File: src/rtl/nand_seq_pkg.sv
package nand_seq_pkg;

    typedef enum logic [3:0] {
        S_IDLE,
        S_CMD1,
        S_ADDR,
        S_CMD2,
        S_TWB,
        S_RB,
        S_RDAT,
        S_WDAT
    } seq_st_e;

    // register word indices
    localparam logic [2:0] RG_CTRL = 3'd0;
    localparam logic [2:0] RG_CMD2 = 3'd1;
    localparam logic [2:0] RG_LEN  = 3'd2;
    localparam logic [2:0] RG_COL  = 3'd3;
    localparam logic [2:0] RG_ROW  = 3'd4;
    localparam logic [2:0] RG_INT  = 3'd5;
    localparam logic [2:0] RG_STAT = 3'd6;

    // control word bit positions
    localparam int CB_GO    = 31;
    localparam int CB_ADEN  = 30;
    localparam int CB_RD    = 26;
    localparam int CB_WR    = 25;
    localparam int CB_CESEL = 19;
    localparam int C2_EN    = 8;

endpackage

File: src/rtl/nand_seq_regs.sv
module nand_seq_regs
    import nand_seq_pkg::*;
#(
    parameter int LEN_W = 12
) (
    input  logic             clk,
    input  logic             rst_n,
    input  logic             reg_we,
    input  logic [2:0]       reg_addr,
    input  logic [31:0]      reg_wdata,
    output logic [31:0]      reg_rdata,
    input  logic             busy,
    input  logic             done,
    output logic             start,
    output logic [8:0]       cmd2_cfg,
    output logic [LEN_W-1:0] len_cfg,
    output logic [15:0]      col_cfg,
    output logic [23:0]      row_cfg,
    output logic             irq
);

    typedef struct packed {
        logic [31:0]      ctrl;
        logic [8:0]       cmd2;
        logic [LEN_W-1:0] len;
        logic [15:0]      col;
        logic [23:0]      row;
        logic             intr;
    } regs_t;

    regs_t q, d;

    always_comb begin
        d     = q;
        start = reg_we && (reg_addr == RG_CTRL) && reg_wdata[CB_GO] && !busy;
        if (reg_we) begin
            case (reg_addr)
                RG_CTRL: if (!busy) d.ctrl = reg_wdata;
                RG_CMD2: d.cmd2 = reg_wdata[8:0];
                RG_LEN:  d.len  = reg_wdata[LEN_W-1:0];
                RG_COL:  d.col  = reg_wdata[15:0];
                RG_ROW:  d.row  = reg_wdata[23:0];
                RG_INT:  if (reg_wdata[31]) d.intr = 1'b0;
                default: ;
            endcase
        end
        if (done) begin
            d.intr         = 1'b1;
            d.ctrl[CB_GO]  = 1'b0;
        end
    end

    always_ff @(posedge clk or negedge rst_n) begin
        if (!rst_n) q <= '0;
        else        q <= d;
    end

    always_comb begin
        case (reg_addr)
            RG_CTRL: reg_rdata = q.ctrl;
            RG_CMD2: reg_rdata = {23'd0, q.cmd2};
            RG_LEN:  reg_rdata = {{(32-LEN_W){1'b0}}, q.len};
            RG_COL:  reg_rdata = {16'd0, q.col};
            RG_ROW:  reg_rdata = {8'd0, q.row};
            RG_INT:  reg_rdata = {q.intr, 31'd0};
            RG_STAT: reg_rdata = {31'd0, busy};
            default: reg_rdata = '0;
        endcase
    end

    assign cmd2_cfg = q.cmd2;
    assign len_cfg  = q.len;
    assign col_cfg  = q.col;
    assign row_cfg  = q.row;
    assign irq      = q.intr;

endmodule

File: src/rtl/nand_seq_fsm.sv
module nand_seq_fsm
    import nand_seq_pkg::*;
#(
    parameter int T_LOW   = 2,
    parameter int T_HIGH  = 2,
    parameter int TWB_CYC = 25,
    parameter int LEN_W   = 12
) (
    input  logic             clk,
    input  logic             rst_n,
    input  logic             start,
    input  logic [31:0]      start_word,
    input  logic [8:0]       cmd2_cfg,
    input  logic [LEN_W-1:0] len_cfg,
    input  logic [15:0]      col_cfg,
    input  logic [23:0]      row_cfg,
    input  logic             nd_rb_n,
    input  logic [7:0]       nd_io_in,
    input  logic [7:0]       wbuf_data,
    output logic             busy,
    output logic             done,
    output logic             nd_ce0_n,
    output logic             nd_ce1_n,
    output logic             nd_cle,
    output logic             nd_ale,
    output logic             nd_we_n,
    output logic             nd_re_n,
    output logic [7:0]       nd_io_out,
    output logic             nd_io_oe,
    output logic             wbuf_pop,
    output logic             rbuf_push,
    output logic [7:0]       rbuf_data
);

    localparam int CYC     = T_LOW + T_HIGH;
    localparam int CNT_MAX = (CYC > TWB_CYC) ? CYC : TWB_CYC;
    localparam int CW      = $clog2(CNT_MAX + 1);

    typedef struct packed {
        seq_st_e          st;
        logic [CW-1:0]    cnt;
        logic [2:0]       aidx;
        logic [LEN_W-1:0] bcnt;
        logic [7:0]       opc1;
        logic [7:0]       opc2;
        logic             c2en;
        logic             rd;
        logic             wr;
        logic             aen;
        logic [2:0]       alast;
        logic             cesel;
        logic [LEN_W-1:0] len;
        logic [39:0]      addr;
        logic [1:0]       rb_s;
    } fsm_t;

    fsm_t q, d;

    logic    cyc_end;
    seq_st_e post_addr;
    logic    unused_bits;

    assign unused_bits = ^{start_word[24:20], start_word[18:8]};
    assign cyc_end     = (q.cnt == CW'(CYC - 1));

    always_comb begin
        if (q.rd)      post_addr = q.c2en ? S_CMD2 : S_RDAT;
        else if (q.wr) post_addr = S_WDAT;
        else           post_addr = q.c2en ? S_CMD2 : S_TWB;
    end

    always_comb begin
        d      = q;
        done   = 1'b0;
        d.rb_s = {q.rb_s[0], nd_rb_n};
        case (q.st)
            S_IDLE: begin
                if (start) begin
                    d.st    = S_CMD1;
                    d.cnt   = '0;
                    d.aidx  = '0;
                    d.bcnt  = '0;
                    d.opc1  = start_word[7:0];
                    d.rd    = start_word[CB_RD];
                    d.wr    = start_word[CB_WR] && !start_word[CB_RD];
                    d.aen   = start_word[CB_ADEN];
                    d.alast = start_word[29:27];
                    d.cesel = start_word[CB_CESEL];
                    d.c2en  = cmd2_cfg[C2_EN];
                    d.opc2  = cmd2_cfg[7:0];
                    d.len   = len_cfg;
                    d.addr  = {row_cfg, col_cfg};
                end
            end
            S_CMD1: begin
                d.cnt = cyc_end ? '0 : q.cnt + 1'b1;
                if (cyc_end) d.st = q.aen ? S_ADDR : post_addr;
            end
            S_ADDR: begin
                d.cnt = cyc_end ? '0 : q.cnt + 1'b1;
                if (cyc_end) begin
                    if (q.aidx == q.alast) d.st = post_addr;
                    else                   d.aidx = q.aidx + 1'b1;
                end
            end
            S_CMD2: begin
                d.cnt = cyc_end ? '0 : q.cnt + 1'b1;
                if (cyc_end) d.st = S_TWB;
            end
            S_TWB: begin
                if (q.cnt == CW'(TWB_CYC - 1)) begin
                    d.cnt = '0;
                    d.st  = S_RB;
                end else begin
                    d.cnt = q.cnt + 1'b1;
                end
            end
            S_RB: begin
                if (q.rb_s[1]) begin
                    if (q.rd) begin
                        d.st = S_RDAT;
                    end else begin
                        d.st = S_IDLE;
                        done = 1'b1;
                    end
                end
            end
            S_RDAT: begin
                d.cnt = cyc_end ? '0 : q.cnt + 1'b1;
                if (cyc_end) begin
                    if (q.bcnt == q.len) begin
                        d.st = S_IDLE;
                        done = 1'b1;
                    end else begin
                        d.bcnt = q.bcnt + 1'b1;
                    end
                end
            end
            S_WDAT: begin
                d.cnt = cyc_end ? '0 : q.cnt + 1'b1;
                if (cyc_end) begin
                    if (q.bcnt != q.len) begin
                        d.bcnt = q.bcnt + 1'b1;
                    end else if (q.c2en) begin
                        d.st = S_CMD2;
                    end else begin
                        d.st = S_IDLE;
                        done = 1'b1;
                    end
                end
            end
            default: d.st = S_IDLE;
        endcase
    end

    always_ff @(posedge clk or negedge rst_n) begin
        if (!rst_n) begin
            q      <= '0;
            q.st   <= S_IDLE;
            q.rb_s <= 2'b11;
        end else begin
            q <= d;
        end
    end

    // pin decode from registered state
    logic        cmd_ph, adr_ph, wdat_ph, rdat_ph, lo_ph;
    logic [39:0] addr_sh;

    assign cmd_ph  = (q.st == S_CMD1) || (q.st == S_CMD2);
    assign adr_ph  = (q.st == S_ADDR);
    assign wdat_ph = (q.st == S_WDAT);
    assign rdat_ph = (q.st == S_RDAT);
    assign lo_ph   = (q.cnt < CW'(T_LOW));
    assign addr_sh = q.addr >> {q.aidx, 3'b000};

    assign busy     = (q.st != S_IDLE);
    assign nd_ce0_n = !(busy && !q.cesel);
    assign nd_ce1_n = !(busy && q.cesel);
    assign nd_cle   = cmd_ph;
    assign nd_ale   = adr_ph;
    assign nd_we_n  = !((cmd_ph || adr_ph || wdat_ph) && lo_ph);
    assign nd_re_n  = !(rdat_ph && lo_ph);
    assign nd_io_oe = cmd_ph || adr_ph || wdat_ph;

    always_comb begin
        case (q.st)
            S_CMD1:  nd_io_out = q.opc1;
            S_CMD2:  nd_io_out = q.opc2;
            S_ADDR:  nd_io_out = addr_sh[7:0];
            S_WDAT:  nd_io_out = wbuf_data;
            default: nd_io_out = 8'h00;
        endcase
    end

    assign wbuf_pop  = wdat_ph && cyc_end;
    assign rbuf_push = rdat_ph && (q.cnt == CW'(T_LOW - 1));
    assign rbuf_data = nd_io_in;

endmodule

File: src/rtl/nand_op_seq.sv
module nand_op_seq
    import nand_seq_pkg::*;
#(
    parameter int T_LOW   = 2,
    parameter int T_HIGH  = 2,
    parameter int TWB_CYC = 25,
    parameter int LEN_W   = 12
) (
    input  logic        clk,
    input  logic        rst_n,
    input  logic        reg_we,
    input  logic [2:0]  reg_addr,
    input  logic [31:0] reg_wdata,
    output logic [31:0] reg_rdata,
    output logic        irq,
    output logic        nd_ce0_n,
    output logic        nd_ce1_n,
    output logic        nd_cle,
    output logic        nd_ale,
    output logic        nd_we_n,
    output logic        nd_re_n,
    input  logic        nd_rb_n,
    input  logic [7:0]  nd_io_in,
    output logic [7:0]  nd_io_out,
    output logic        nd_io_oe,
    input  logic [7:0]  wbuf_data,
    output logic        wbuf_pop,
    output logic [7:0]  rbuf_data,
    output logic        rbuf_push
);

    logic             seq_busy;
    logic             seq_done;
    logic             seq_start;
    logic [8:0]       cmd2_cfg;
    logic [LEN_W-1:0] len_cfg;
    logic [15:0]      col_cfg;
    logic [23:0]      row_cfg;

    nand_seq_regs #(.LEN_W(LEN_W)) u_regs (
        .clk       (clk),
        .rst_n     (rst_n),
        .reg_we    (reg_we),
        .reg_addr  (reg_addr),
        .reg_wdata (reg_wdata),
        .reg_rdata (reg_rdata),
        .busy      (seq_busy),
        .done      (seq_done),
        .start     (seq_start),
        .cmd2_cfg  (cmd2_cfg),
        .len_cfg   (len_cfg),
        .col_cfg   (col_cfg),
        .row_cfg   (row_cfg),
        .irq       (irq)
    );

    nand_seq_fsm #(
        .T_LOW   (T_LOW),
        .T_HIGH  (T_HIGH),
        .TWB_CYC (TWB_CYC),
        .LEN_W   (LEN_W)
    ) u_fsm (
        .clk        (clk),
        .rst_n      (rst_n),
        .start      (seq_start),
        .start_word (reg_wdata),
        .cmd2_cfg   (cmd2_cfg),
        .len_cfg    (len_cfg),
        .col_cfg    (col_cfg),
        .row_cfg    (row_cfg),
        .nd_rb_n    (nd_rb_n),
        .nd_io_in   (nd_io_in),
        .wbuf_data  (wbuf_data),
        .busy       (seq_busy),
        .done       (seq_done),
        .nd_ce0_n   (nd_ce0_n),
        .nd_ce1_n   (nd_ce1_n),
        .nd_cle     (nd_cle),
        .nd_ale     (nd_ale),
        .nd_we_n    (nd_we_n),
        .nd_re_n    (nd_re_n),
        .nd_io_out  (nd_io_out),
        .nd_io_oe   (nd_io_oe),
        .wbuf_pop   (wbuf_pop),
        .rbuf_push  (rbuf_push),
        .rbuf_data  (rbuf_data)
    );

endmodule

File: config.mk
export PLATFORM = sky130hd
export DESIGN_NAME = nand_op_seq
export DESIGN_NICKNAME = d
export VERILOG_FILES = /design/src/rtl/nand_seq_pkg.sv /design/src/rtl/nand_seq_regs.sv /design/src/rtl/nand_seq_fsm.sv /design/src/rtl/nand_op_seq.sv
export SDC_FILE = /design/constraint.sdc
export NUM_CORES = 1
export LEC_CHECK = 0
export BUFFER_PORTS_ARGS = -buffer_cell sky130_fd_sc_hd__buf_4
export CAP_MARGIN = 20
export CORE_MARGIN = 2
export CORE_UTILIZATION = 35
export CTS_BUF_LIST = sky130_fd_sc_hd__clkbuf_4 sky130_fd_sc_hd__clkbuf_8
export CTS_CLUSTER_DIAMETER = 80
export DETAILED_ROUTE_END_ITERATION = 8
export GPL_TIMING_DRIVEN = 0
export SYNTH_ARGS = -nofsm -noshare
export SYNTH_HDL_FRONTEND = slang
export SYNTH_SLANG_ARGS = --single-unit
File: constraint.sdc
create_clock -name clk -period 2.4 [get_ports clk]
set_clock_uncertainty 0.1 [all_clocks]
set_input_delay 0.48 -clock clk [delete_from_list [all_inputs] [get_ports clk]]
set_output_delay 0.48 -clock clk [all_outputs]
set_load 0.005 [all_outputs]
## Word-level counts from Yosys, hierarchy flattened

Index checks and enable logic that the tools add are counted.
Widths: inputs -> output; s select.

- Bits in registers: 196
- Input port bits: 55
- Logic and storage cells: 156

- Add/subtract/negate cells: 3
- Order comparisons: 1
- Eq/ne operators: 34
- Shift operators: 1
- Multiplexer cells: 51
- Bitwise operators: 1
- Reduce and logical (&&, ||, !) cells: 43

Operators with widths:

| cell | number |
|---|---|
| $pmux 32 s7 | 1 |
| $mux 100 | 1 |
| $mux 94 | 1 |
| $mux 32 | 2 |
| $mux 12 | 5 |
| $mux 4 | 13 |
| $shr 40x6->8 | 1 |
| $pmux 12 s3 | 1 |
| $pmux 4 s8 | 1 |
| $pmux 8 s4 | 1 |
| $mux 24 | 1 |
| $eq 4x3->1 const B | 4 |
| $mux 16 | 1 |
| $ne 2x2->1 const B | 8 |
| $mux 3 | 5 |
| $pmux 5 s3 | 1 |
| $ne 2x1->1 const B | 7 |
| $add 12x1->12 const B | 1 |
| $eq 12x12->1 | 1 |
| $ne 12x12->1 | 1 |
| $reduce_and 2->1 | 6 |
| $mux 1 | 11 |
| $reduce_and 11->1 | 1 |
| $logic_and 1x1->1 | 10 |
| other kinds (29) | 49 |

## Longest topological paths before layout

- Depth after elaboration: 6
- Depth in mapped cells: 7
- Depth with buffers taken out: 7

## Hierarchy

From an unflattened synthesis, not the netlist that was laid out.

- Cells, all modules: 989
- Area, all modules: 9962.1 um^2

By module, submodules not included:

| module | times used | cells each | area an instance (um^2) | sequential area each (um^2) |
|---|---|---|---|---|
| nand_seq_fsm | 1 | 611 | 5245.0 | 2529.9 |
| nand_seq_regs | 1 | 378 | 4717.0 | 2352.3 |

## Worst setup path after synthesis

Ideal clock, no wire load.

- Kind: register -> output
- From: reg u_fsm.q[90] in the netlist's numbering
- To: out nd_io_out[0]
- Arrival: 1.641 ns
- Required time: 1.820 ns
- Slack: 0.179 ns
- Stages on the path, launching flop included: 5
- Path buffers: 1
- Cells stage by stage: dfrtp_1 -> buf_1 -> mux4_2 -> a22oi_1 -> o21ai_0

- Cells in the longest elaborated chain, start to end: 2

Ends and longest elaborated chain:

| element | line | source |
|---|---|---|
| from (decl) | nand_seq_fsm.sv:57 | `fsm_t q, d;` |
| $shr 40x6->8 | nand_seq_fsm.sv:175 | `assign addr_sh = q.addr >> {q.aidx, 3'b000};` |
| $pmux 8 s4 | nand_seq_fsm.sv:187 | `case (q.st)` |
| to (decl) | nand_op_seq.sv:24 | `output logic [7:0] nd_io_out,` |

Every way passes these cells.

## Worst setup path in the final report

- From: reg u_fsm.q[90] in the netlist's numbering
- To: out nd_io_out[2]

Same word-level chain as after synthesis.

==> impl_metrics.py <==
metrics = {
    "worst_hold_path": {
        "min_path_type": "input pin to flop",
        "hp-start": "reg_wdata[29]",
        "whs_path_depth": 3,
        "min_to": "u_fsm.q[57]",
    },
    "yosys": {
        "yosysTopAreaCell": "dfrtp_1",
        "syn_area_sq_um": 9360,
        "synth.area.top_cells": "dfrtp_1 52%, mux2_2 11%, nand2_1 11%",
        "synthArstFlopShare": 1.00,
        "synth_nets": 977,
        "syn_inst": 917,
        "ys_warn_count": 0,
        "ys_types": 57,
        "ys_seq_area_frac": 0.522,
        "ys_ff_latch": 195,
        "synth_edf_count": 0,
        "yosysTopAreaCellShare": 0.516,
        "avgSynthCellArea_sq_um": 10.2,
        "synth-main-ff-cell": "dfrtp_1",
    },
    "cts": {
        "numCtsBuffers": 17,
        "cts_tree": "yes",
        "clkTransAtPathRegs_ns": 0.11,
        "cts_buffer_depth": 2,
        "clock_sinks": 195,
        "h-tree-depth": 4,
        "worstSkewPairLatency_ns": 0.48,
        "cts-root-buf": "clkbuf_8",
    },
    "timing": {
        "drv_slew": 0,
        "setup_tns_ns": -1.66,
        "tightest_slew_ns": 0.933,
        "setup_viol": 10,
        "finalHoldViolations": 0,
        "rsz0062_at_grt": "true",
        "setup_ws_ns": -0.298,
        "fin_crit_sh": 1.12,
        "finalCriticalPeriod_ns": 2.70,
        "relSlewSlack": 0.378,
        "hold-worst-slack_ns": 0.109,
        "fmax_ghz": 0.371,
    },
    "cells_and_area": {
        "stdcell_area_sq_um": 11500,
        "drive_gt1_frac": 0.334,
        "fin_nets": 1125,
        "syn_to_final_growth_pct": 23.0,
        "stdcell_count": 1413,
        "post-route-util": 0.440,
        "antenna_cells": 0,
    },
    "power": {
        "clock_power_share": 0.326,
        "power_leakage_nw": 5.56,
        "switching_share": 0.284,
        "vdd_drop_max_v": 0.000288,
        "p_int_mw": 4.67,
        "fin_total_pwr_mw": 6.52,
        "power_density_nw_per_um2": 566,
        "seqPwrFrac": 0.570,
        "p_switching_mw": 1.85,
        "combPwrFrac": 0.104,
    },
    "global_route": {
        "grt_pass1_vias": 7476,
        "track_usage": 0.198,
        "grt_overflow": 0,
        "grt_start_max_net_pins": 102,
        "grt_pass1_wl_microns": 42500,
        "grt_antenna_before_repair": 0,
    },
    "worst_setup_path": {
        "crit_path_max_incr_delay_ns": 0.55,
        "arrival_ns": 2.12,
        "crit_type": "flop to output pin",
        "crit_fanout": 10,
        "crit_chain": "buf_12 -> mux4_2 -> a22oi_2 -> o21ai_2 -> buf_4",
        "critPathCaptureType": "output pin",
        "required_ns": 1.82,
        "slowest_stage": "mux4_2",
        "start_kind": "flop",
        "reg2reg_to": "u_regs.q[92]",
        "crit_family": "multiplexers",
        "r2r_cells": 6,
        "worst-path-buf-inv": 2,
        "timing.rr.start": "u_fsm.q[100]",
        "r2r_setup_slack_ns": 0.05,
    },
    "placed_design": {
        "placed_cells": 1357,
        "place.gp.congestion": 0.880,
        "place_area_sq_um": 10600,
        "portBuffers": 104,
        "dp_hpwl_microns": 19700,
        "place_ws_ns": -0.846,
    },
    "detailed_routing": {
        "drt_first_pass_iters": 7,
        "routedWlPerCell_microns": 19.4,
        "routed_wl_microns": 27400,
        "drt-initial-drc-count": 548,
        "routed_via_density": 5.23,
        "num_vias": 7395,
        "antenna_left": 0,
        "drc": 9,
    },
    "floorplan": {
        "start_util": 0.358,
        "die_h_microns": 168,
        "die_area_sq_um": 28100,
        "io_pins": 113,
        "row_count": 59,
        "die_x_microns": 168,
        "fp.coreArea_sq_um": 26100,
    },
    "status": {
        "violations": "design-rule violations, negative setup slack",
        "status": "complete, but fails checks",
    },
    "flow_run": {
        "drv_cap": 0,
    },
}
## synth_stat cells, types with 9 or more instances
library cell,number
nand2_1,272
dfrtp_1,193
mux2_2,92
mux2i_1,36
o21ai_0,35
clkbuf_1,32
nor2_1,27
a21oi_1,21
a22oi_1,17
nand3_1,14
and2_1,13
xor2_1,12
buf_2,11
inv_1,9
nand4_1,9
## how the worst max path moves through the flow
stage,startpoint,end,slack (ns),depth (start not counted)
CTS,u_fsm.q[90],nd_io_out[2],-0.26,5
global placement,u_fsm.q[99],u_fsm.q[16],-0.83,7
finish,u_fsm.q[90],nd_io_out[2],-0.30,5
detailed placement,u_fsm.q[99],u_fsm.q[22],-0.85,7
floorplan,u_fsm.q[90],nd_io_out[0],0.18,4
global route,u_fsm.q[90],nd_io_out[2],-0.33,5
## per-layer routing
metal / up-vias / wire length, microns / share of wire / global-route usage
met5: - / 0 / 0 / 0
met4: 0 / 607 / 0.022 / 0.0654
met3: 34 / 1320 / 0.048 / 0.0352
met2: 208 / 13400 / 0.49 / 0.327
met1: 3698 / 12000 / 0.44 / 0.266
li1: 3455 / - / - / -
## cell usage in the layout, fill, tap and decap left out, types with 5 or more instances in the layout
| master | instances |
|---|---|
| o21ai_2 | 8 |
| inv_8 | 5 |
| inv_1 | 8 |
| nor3_1 | 5 |
| xor2_1 | 12 |
| clkbuf_4 | 7 |
| o31ai_1 | 5 |
| nand2_1 | 271 |
| nand4_1 | 9 |
| nand2b_1 | 5 |
| mux2_2 | 92 |
| nand3_1 | 14 |
| a22oi_2 | 8 |
| buf_6 | 9 |
| a21oi_1 | 19 |
| buf_4 | 135 |
| nor2_1 | 23 |
| dfrtp_2 | 6 |
| mux4_2 | 8 |
| o21ai_0 | 19 |
| a22oi_1 | 9 |
| o21ai_1 | 8 |
| clkbuf_8 | 17 |
| o221ai_1 | 8 |
| clkbuf_1 | 11 |
| and2_1 | 12 |
| clkbuf_2 | 9 |
| dfrtp_1 | 187 |
| mux2i_1 | 34 |
| buf_2 | 9 |
| and3_1 | 7 |
## timing repair
action                                  CTS  global route
setup buffers                            17             8
hold buffers                              2             0
pin swaps                                10            13
resized for setup                        85            54
endpoints found under the hold margin    94             0
endpoints found under the setup margin  168            80
## flip-flops by register name, indices dropped and copies added (netlist names)
| signal | cells |
|---|---|
| u_regs.q | 32 |
| u_fsm.q | 100 |
| u_regs.col_cfg | 16 |
| u_regs.len_cfg | 12 |
| u_regs.cmd2_cfg | 9 |
| u_regs.irq | 1 |
| u_regs.row_cfg | 24 |
| u_fsm.d | 1 |
## cell type report
cell class                 count  area (sq um)
sequential                   195          4890
multi-input combinational    653          4340
fill                        2552         14600
clock inverter                15           165
clock buffer                  17           234
tap                          335           419
buffer                        56           374
inverter                      10          41.3
timing repair buffer         132          1050
## tightest hold or removal path: cells and delay by family
kind / cells / cell delay [ns]
buffers and inverters: 1 / 0.09
AND/OR/NAND/NOR: 2 / 0.08
## cell families (layout without fill, tap and decap cells)
group / Yosys count / after routing / share of synthesized area
AO/OA/AOI/OAI: 108 / 108 / 0.0741
multiplexers: 136 / 136 / 0.168
flip-flops: 195 / 195 / 0.522
adder cells (fa/ha/maj): 5 / 5 / 0.00669
buffers and inverters: 69 / 230 / 0.0332
AND/OR/NAND/NOR: 388 / 388 / 0.181
XOR/XNOR: 16 / 16 / 0.0150
## power by group through the flow
stage	clock (mW)	combinational, mW	sequential (mW)
floorplan	0	0.360	3.70
global placement	0	0.650	3.77
detailed placement	0	0.670	3.78
CTS	2.18	0.685	3.71
global route	2.32	0.740	3.75
finish	2.13	0.676	3.72
(Power assumes the default switching activity.)
